`config.mk`:
```
export PLATFORM = sky130hd
export DESIGN_NAME = btnsel_top
export DESIGN_NICKNAME = d
export VERILOG_FILES = /design/src/rtl/btnsel_pkg.sv /design/src/rtl/btnsel_sync.sv /design/src/rtl/btnsel_debounce.sv /design/src/rtl/btnsel_selreg.sv /design/src/rtl/btnsel_top.sv
export SDC_FILE = /design/constraint.sdc
export NUM_CORES = 1
export LEC_CHECK = 0
export ABC_AREA = 1
export BUFFER_PORTS_ARGS = -buffer_cell sky130_fd_sc_hd__clkbuf_2
export CORE_MARGIN = 3
export CORE_UTILIZATION = 45
export DETAILED_ROUTE_END_ITERATION = 16
export GPL_TIMING_DRIVEN = 0
export PLACE_DENSITY = 0.71
export SYNTH_ARGS = -nofsm -noshare
export SYNTH_HDL_FRONTEND = slang
export SYNTH_SLANG_ARGS = --single-unit
```
`constraint.sdc`:
```
create_clock -name clk -period 1.47 [get_ports clk]
set_input_delay 0.441 -clock clk [delete_from_list [all_inputs] [get_ports clk]]
set_output_delay 0.441 -clock clk [all_outputs]
set_load 0.005 [all_outputs]
```
`src/rtl/btnsel_pkg.sv`:
```
package btnsel_pkg;

    typedef enum logic {
        SEL_FIXED = 1'b0,
        SEL_LIVE  = 1'b1
    } sel_e;

    typedef struct packed {
        logic level;
        logic tick;
    } btn_evt_t;

    localparam int unsigned NUM_BTN   = 2;
    localparam int unsigned IDX_LIVE  = 0;
    localparam int unsigned IDX_FIXED = 1;

    // Fixed-pattern press has priority over live press.
    function automatic sel_e next_sel(input sel_e cur, input logic t_live, input logic t_fixed);
        if (t_fixed)
            return SEL_FIXED;
        else if (t_live)
            return SEL_LIVE;
        else
            return cur;
    endfunction

endpackage

```
`src/rtl/btnsel_sync.sv`:
```
module btnsel_sync #(
    parameter int unsigned STAGES = 2
) (
    input  logic clk,
    input  logic rst,
    input  logic d_in,
    output logic d_out
);
    logic [STAGES-1:0] chain;

    always_ff @(posedge clk) begin
        if (rst)
            chain <= '0;
        else
            chain <= {chain[STAGES-2:0], d_in};
    end

    assign d_out = chain[STAGES-1];
endmodule

```
`src/rtl/btnsel_debounce.sv`:
```
module btnsel_debounce
    import btnsel_pkg::*;
#(
    parameter int unsigned DEB_CYCLES = 50000
) (
    input  logic     clk,
    input  logic     rst,
    input  logic     in_sync,
    output btn_evt_t evt
);
    localparam int unsigned CW = (DEB_CYCLES > 1) ? $clog2(DEB_CYCLES) : 1;
    localparam logic [CW-1:0] LAST = CW'(DEB_CYCLES - 1);

    logic [CW-1:0] cnt_q;
    logic          level_q;
    logic          tick_q;
    logic          differ;
    logic          expire;

    assign differ = (in_sync != level_q);
    assign expire = differ && (cnt_q == LAST);

    always_ff @(posedge clk) begin
        if (rst) begin
            cnt_q   <= '0;
            level_q <= 1'b0;
            tick_q  <= 1'b0;
        end else begin
            tick_q <= expire && in_sync;
            if (!differ) begin
                cnt_q <= '0;
            end else if (expire) begin
                cnt_q   <= '0;
                level_q <= in_sync;
            end else begin
                cnt_q <= cnt_q + 1'b1;
            end
        end
    end

    assign evt.level = level_q;
    assign evt.tick  = tick_q;
endmodule

```
`src/rtl/btnsel_selreg.sv`:
```
module btnsel_selreg
    import btnsel_pkg::*;
#(
    parameter int unsigned     DW            = 16,
    parameter logic [DW-1:0]   FIXED_PATTERN = 16'hA5C3
) (
    input  logic          clk,
    input  logic          rst,
    input  logic          t_live,
    input  logic          t_fixed,
    input  logic [DW-1:0] live_data,
    output sel_e          sel,
    output logic [DW-1:0] disp
);
    sel_e sel_q;

    always_ff @(posedge clk) begin
        if (rst)
            sel_q <= SEL_FIXED;
        else
            sel_q <= next_sel(sel_q, t_live, t_fixed);
    end

    always_comb begin
        unique case (sel_q)
            SEL_LIVE:  disp = live_data;
            default:   disp = FIXED_PATTERN;
        endcase
    end

    assign sel = sel_q;
endmodule

```
`src/rtl/btnsel_top.sv`:
```
module btnsel_top
    import btnsel_pkg::*;
#(
    parameter int unsigned   DW            = 16,
    parameter int unsigned   DEB_CYCLES    = 50000,
    parameter int unsigned   SYNC_STAGES   = 2,
    parameter logic [DW-1:0] FIXED_PATTERN = 16'hA5C3
) (
    input  logic          clk,
    input  logic          rst,
    input  logic [1:0]    btn_raw,
    input  logic [DW-1:0] live_data,
    output logic [DW-1:0] disp_out,
    output logic          sel_live,
    output logic          tick_live,
    output logic          tick_fixed
);
    logic     [NUM_BTN-1:0] btn_sync;
    btn_evt_t [NUM_BTN-1:0] evt;
    sel_e                   sel;

    for (genvar g = 0; g < NUM_BTN; g++) begin : g_btn
        btnsel_sync #(.STAGES(SYNC_STAGES)) u_sync (
            .clk   (clk),
            .rst   (rst),
            .d_in  (btn_raw[g]),
            .d_out (btn_sync[g])
        );
        btnsel_debounce #(.DEB_CYCLES(DEB_CYCLES)) u_deb (
            .clk     (clk),
            .rst     (rst),
            .in_sync (btn_sync[g]),
            .evt     (evt[g])
        );
    end

    btnsel_selreg #(.DW(DW), .FIXED_PATTERN(FIXED_PATTERN)) u_sel (
        .clk       (clk),
        .rst       (rst),
        .t_live    (evt[IDX_LIVE].tick),
        .t_fixed   (evt[IDX_FIXED].tick),
        .live_data (live_data),
        .sel       (sel),
        .disp      (disp_out)
    );

    assign sel_live   = (sel == SEL_LIVE);
    assign tick_live  = evt[IDX_LIVE].tick;
    assign tick_fixed = evt[IDX_FIXED].tick;
endmodule

```
==> run metrics <==
register area=828 µm²; Critical R2R Launch=g_btn[0].u_deb.cnt_q[0]; root buffer cell=clkbuf_8; Leak=1.12 nW; Ys Warns=0; worst slack, placed=-0.165 ns; syn_area_per_cell=6.37 µm²; footprint of the multi-input gates=1110 µm²; CTS HTree Levels=2; min-delay worst type=input port to flip-flop; layout cells sized above 1=19.4%; syn_nets=362; Hold WS=0.338 ns; cells along the critical path=buf_6, nand2_1, inv_1, clkbuf_2; met2 usage in global routing=26.5%; pin count of the biggest net entering global routing=12; fin util=58.5%; Crit. End Element=output pin; TritonCTS buffer count=5; Yosys reg bits=41; RSZ-0062 raised after global routing=yes; CP Data Required Time=1.03 ns; Critical-path top delay cell=dfxtp_4; Tcrit/Tclk final=99.4%; core area=4500 µm²; P&R area growth vs syn=21.6%; reg-to-reg slack, setup=0.12 ns; clk buf depth=2; Hold Path Stages=3; final setup margin=0.00925 ns; die height=75.4 µm; crit path launch type=flip-flop; sequential element share of the synthesized area=37.9%; Clock transition at path regs=0.08 ns; initial DRC count=90; status=completed; Cells after Synth=340; GR peak layer=met2; hold_sp=btn_raw[1]; vias in the first global route=1694; critical path arrival=1.02 ns; Port Buffers=37; DRT Pass-1 Iters=4; CTS tree=done; Post-DP HPWL=3.20 mm; achievable frequency=0.685 GHz; drc violations=0; worst slew pin tran=0.363 ns; Initial Utilization=48.1%; Worst slew margin=75.7%; GRT overflow=0; nets=412; post-route setup TNS=0 ns; met3 usage in global routing=5.01%; Fin Clk Skew=0.00896 ns; R2R Path End=g_btn[0].u_deb.cnt_q[2]; GRT Resource Usage Total=15.9%; Worst-Skew Late Latency=0.29 ns; initial antenna violation count=0; FF-to-FF path depth=7; Slew Viols, Final=0; I/O pin cnt=39; first-pass GRT wire length=7.05 mm; final setup vio count=0; ANT cells=0; via-per-instance ratio=4.61; DR WL/cell=9.88 µm; post-route ant nets=0; Post-Synthesis Cell Area=2170 µm²; CP max stage delay=0.39 ns; cell area power density=718 nW/µm²; DIE WIDTH=75.4 µm; Fill cells=435; clk sinks=41; DRT Wirelength=4.38 mm; Placement Rows=24; Hold Violations, Final=0; hold path endpoint=g_btn[1].u_sync.chain[0]; die area=5680 µm²; vias post-DR=2041; CP max FO=7; Tmin final=1.46 ns; max_cap viols=0; post-synth cell types=23; routing usage on met1=19.7%; GP Congestion=0.826; largest vdd supply drop=0.602 mV; critical path class=flip-flop to output pin
-- through the flow --
stage	power [mW]	std cells	instance area [µm²]
3_3_place_gp	1.20	429	2420
5_1_grt	1.97	443	2640
4_1_cts	1.92	441	2540
3_5_place_dp	1.20	429	2420
6_report	1.89	443	2640
2_1_floorplan	1.17	340	2170
-- report_power, final --
group / internal (mW) / total (mW) / switching (mW)
clock: 0.338 / 0.710 / 0.372
combinational: 0.0314 / 0.0623 / 0.0309
sequential: 1.11 / 1.12 / 0.00437
total: 1.48 / 1.89 / 0.408
-- area by class of cell --
class                   count  share of cell area, %
plain buffers               4                   1.61
multi-input cells         230                   42.0
well taps                  52                   2.47
clock buffers               8                   3.04
repair buffers             44                   10.3
inverters                  64                   9.12
flip-flops and latches     41                   31.4
-- cell families after synthesis --
| kind of cell | after synthesis | synth area share, % |
|---|---|---|
| simple gates | 207 | 40.1 |
| buf+inv | 69 | 12.5 |
| flops | 41 | 37.9 |
| xor+xnor | 16 | 6.47 |
| compound gates | 5 | 1.91 |
| fa+ha+maj | 2 | 1.15 |
-- layout by cell type (no fill, tap or decap), drive strengths merged --
master   n
xor2    13
nand3b   1
nor3     3
nand2   96
inv     64
buf     15
nand3   21
ha       2
xnor2    3
o21ai    3
dfxtp   41
o21bai   2
nand4    8
nor2    78
clkbuf  41
-- worst max-delay path, delay by kind of cell, from the launching register on --
kind          cells  cell delay, ns
buf+inv           3            0.28
flops             1            0.39
simple gates      1            0.05
-- Yosys cell counts --
library cell,instances,area [µm²]
nand2_1,94,353
nor2_1,76,285
inv_1,64,240
dfxtp_1,41,821
nand3_1,18,90.1
xor2_1,13,114
nand4_1,8,50.1
nor3_1,3,15.0
o21ai_0,3,15.0
xnor2_1,3,26.3
clkbuf_1,2,7.51
ha_1,2,25.0
nand2_2,2,12.5
nand3_2,2,20.0
buf_2,1,5.00
buf_4,1,7.51
buf_6,1,11.3
nand3_4,1,17.5
nand3b_1,1,7.51
nor2_2,1,6.26
nor2_4,1,11.3
o21bai_1,1,7.51
o21bai_4,1,18.8
-- what timing repair did --
item / 4_1_cts / 5_1_grt
pin swaps: 3 / 0
gates resized for setup: 5 / 26
hold buffers: 0 / 0
buffers inserted: 5 / 1
gates cloned: 0 / 1
endpoints found under the setup margin: 36 / 37
endpoints found under the hold margin: 0 / 0
-- worst max path at each step --
stage,from,end,slack (ns),cells past startpoint
2_1_floorplan,u_sel.sel,disp_out[12],0.06,4
3_3_place_gp,u_sel.sel,disp_out[12],-0.13,5
3_5_place_dp,u_sel.sel,disp_out[14],-0.16,5
4_1_cts,u_sel.sel,disp_out[14],0.01,4
5_1_grt,u_sel.sel,disp_out[3],-0.03,4
6_report,u_sel.sel,disp_out[3],0.009,4
-- state kept, by name (all words and copies together), names as in the netlist --
name                 flops
g_btn.u_sync.chain       4
u_sel.sel                1
g_btn.u_deb.cnt_q       32
g_btn.u_deb.tick_q       2
g_btn.u_deb.level_q      2
-- layer usage --
layer  part of all wire [%]  vias up  wire, µm
met5                      0        -         0
met1                     48      875      2090
met2                     45       56      1980
li1                       -     1108         -
met4                   0.27        0        12
met3                    6.8        2       296
No activity file was read; power rests on OpenSTA's default activity.
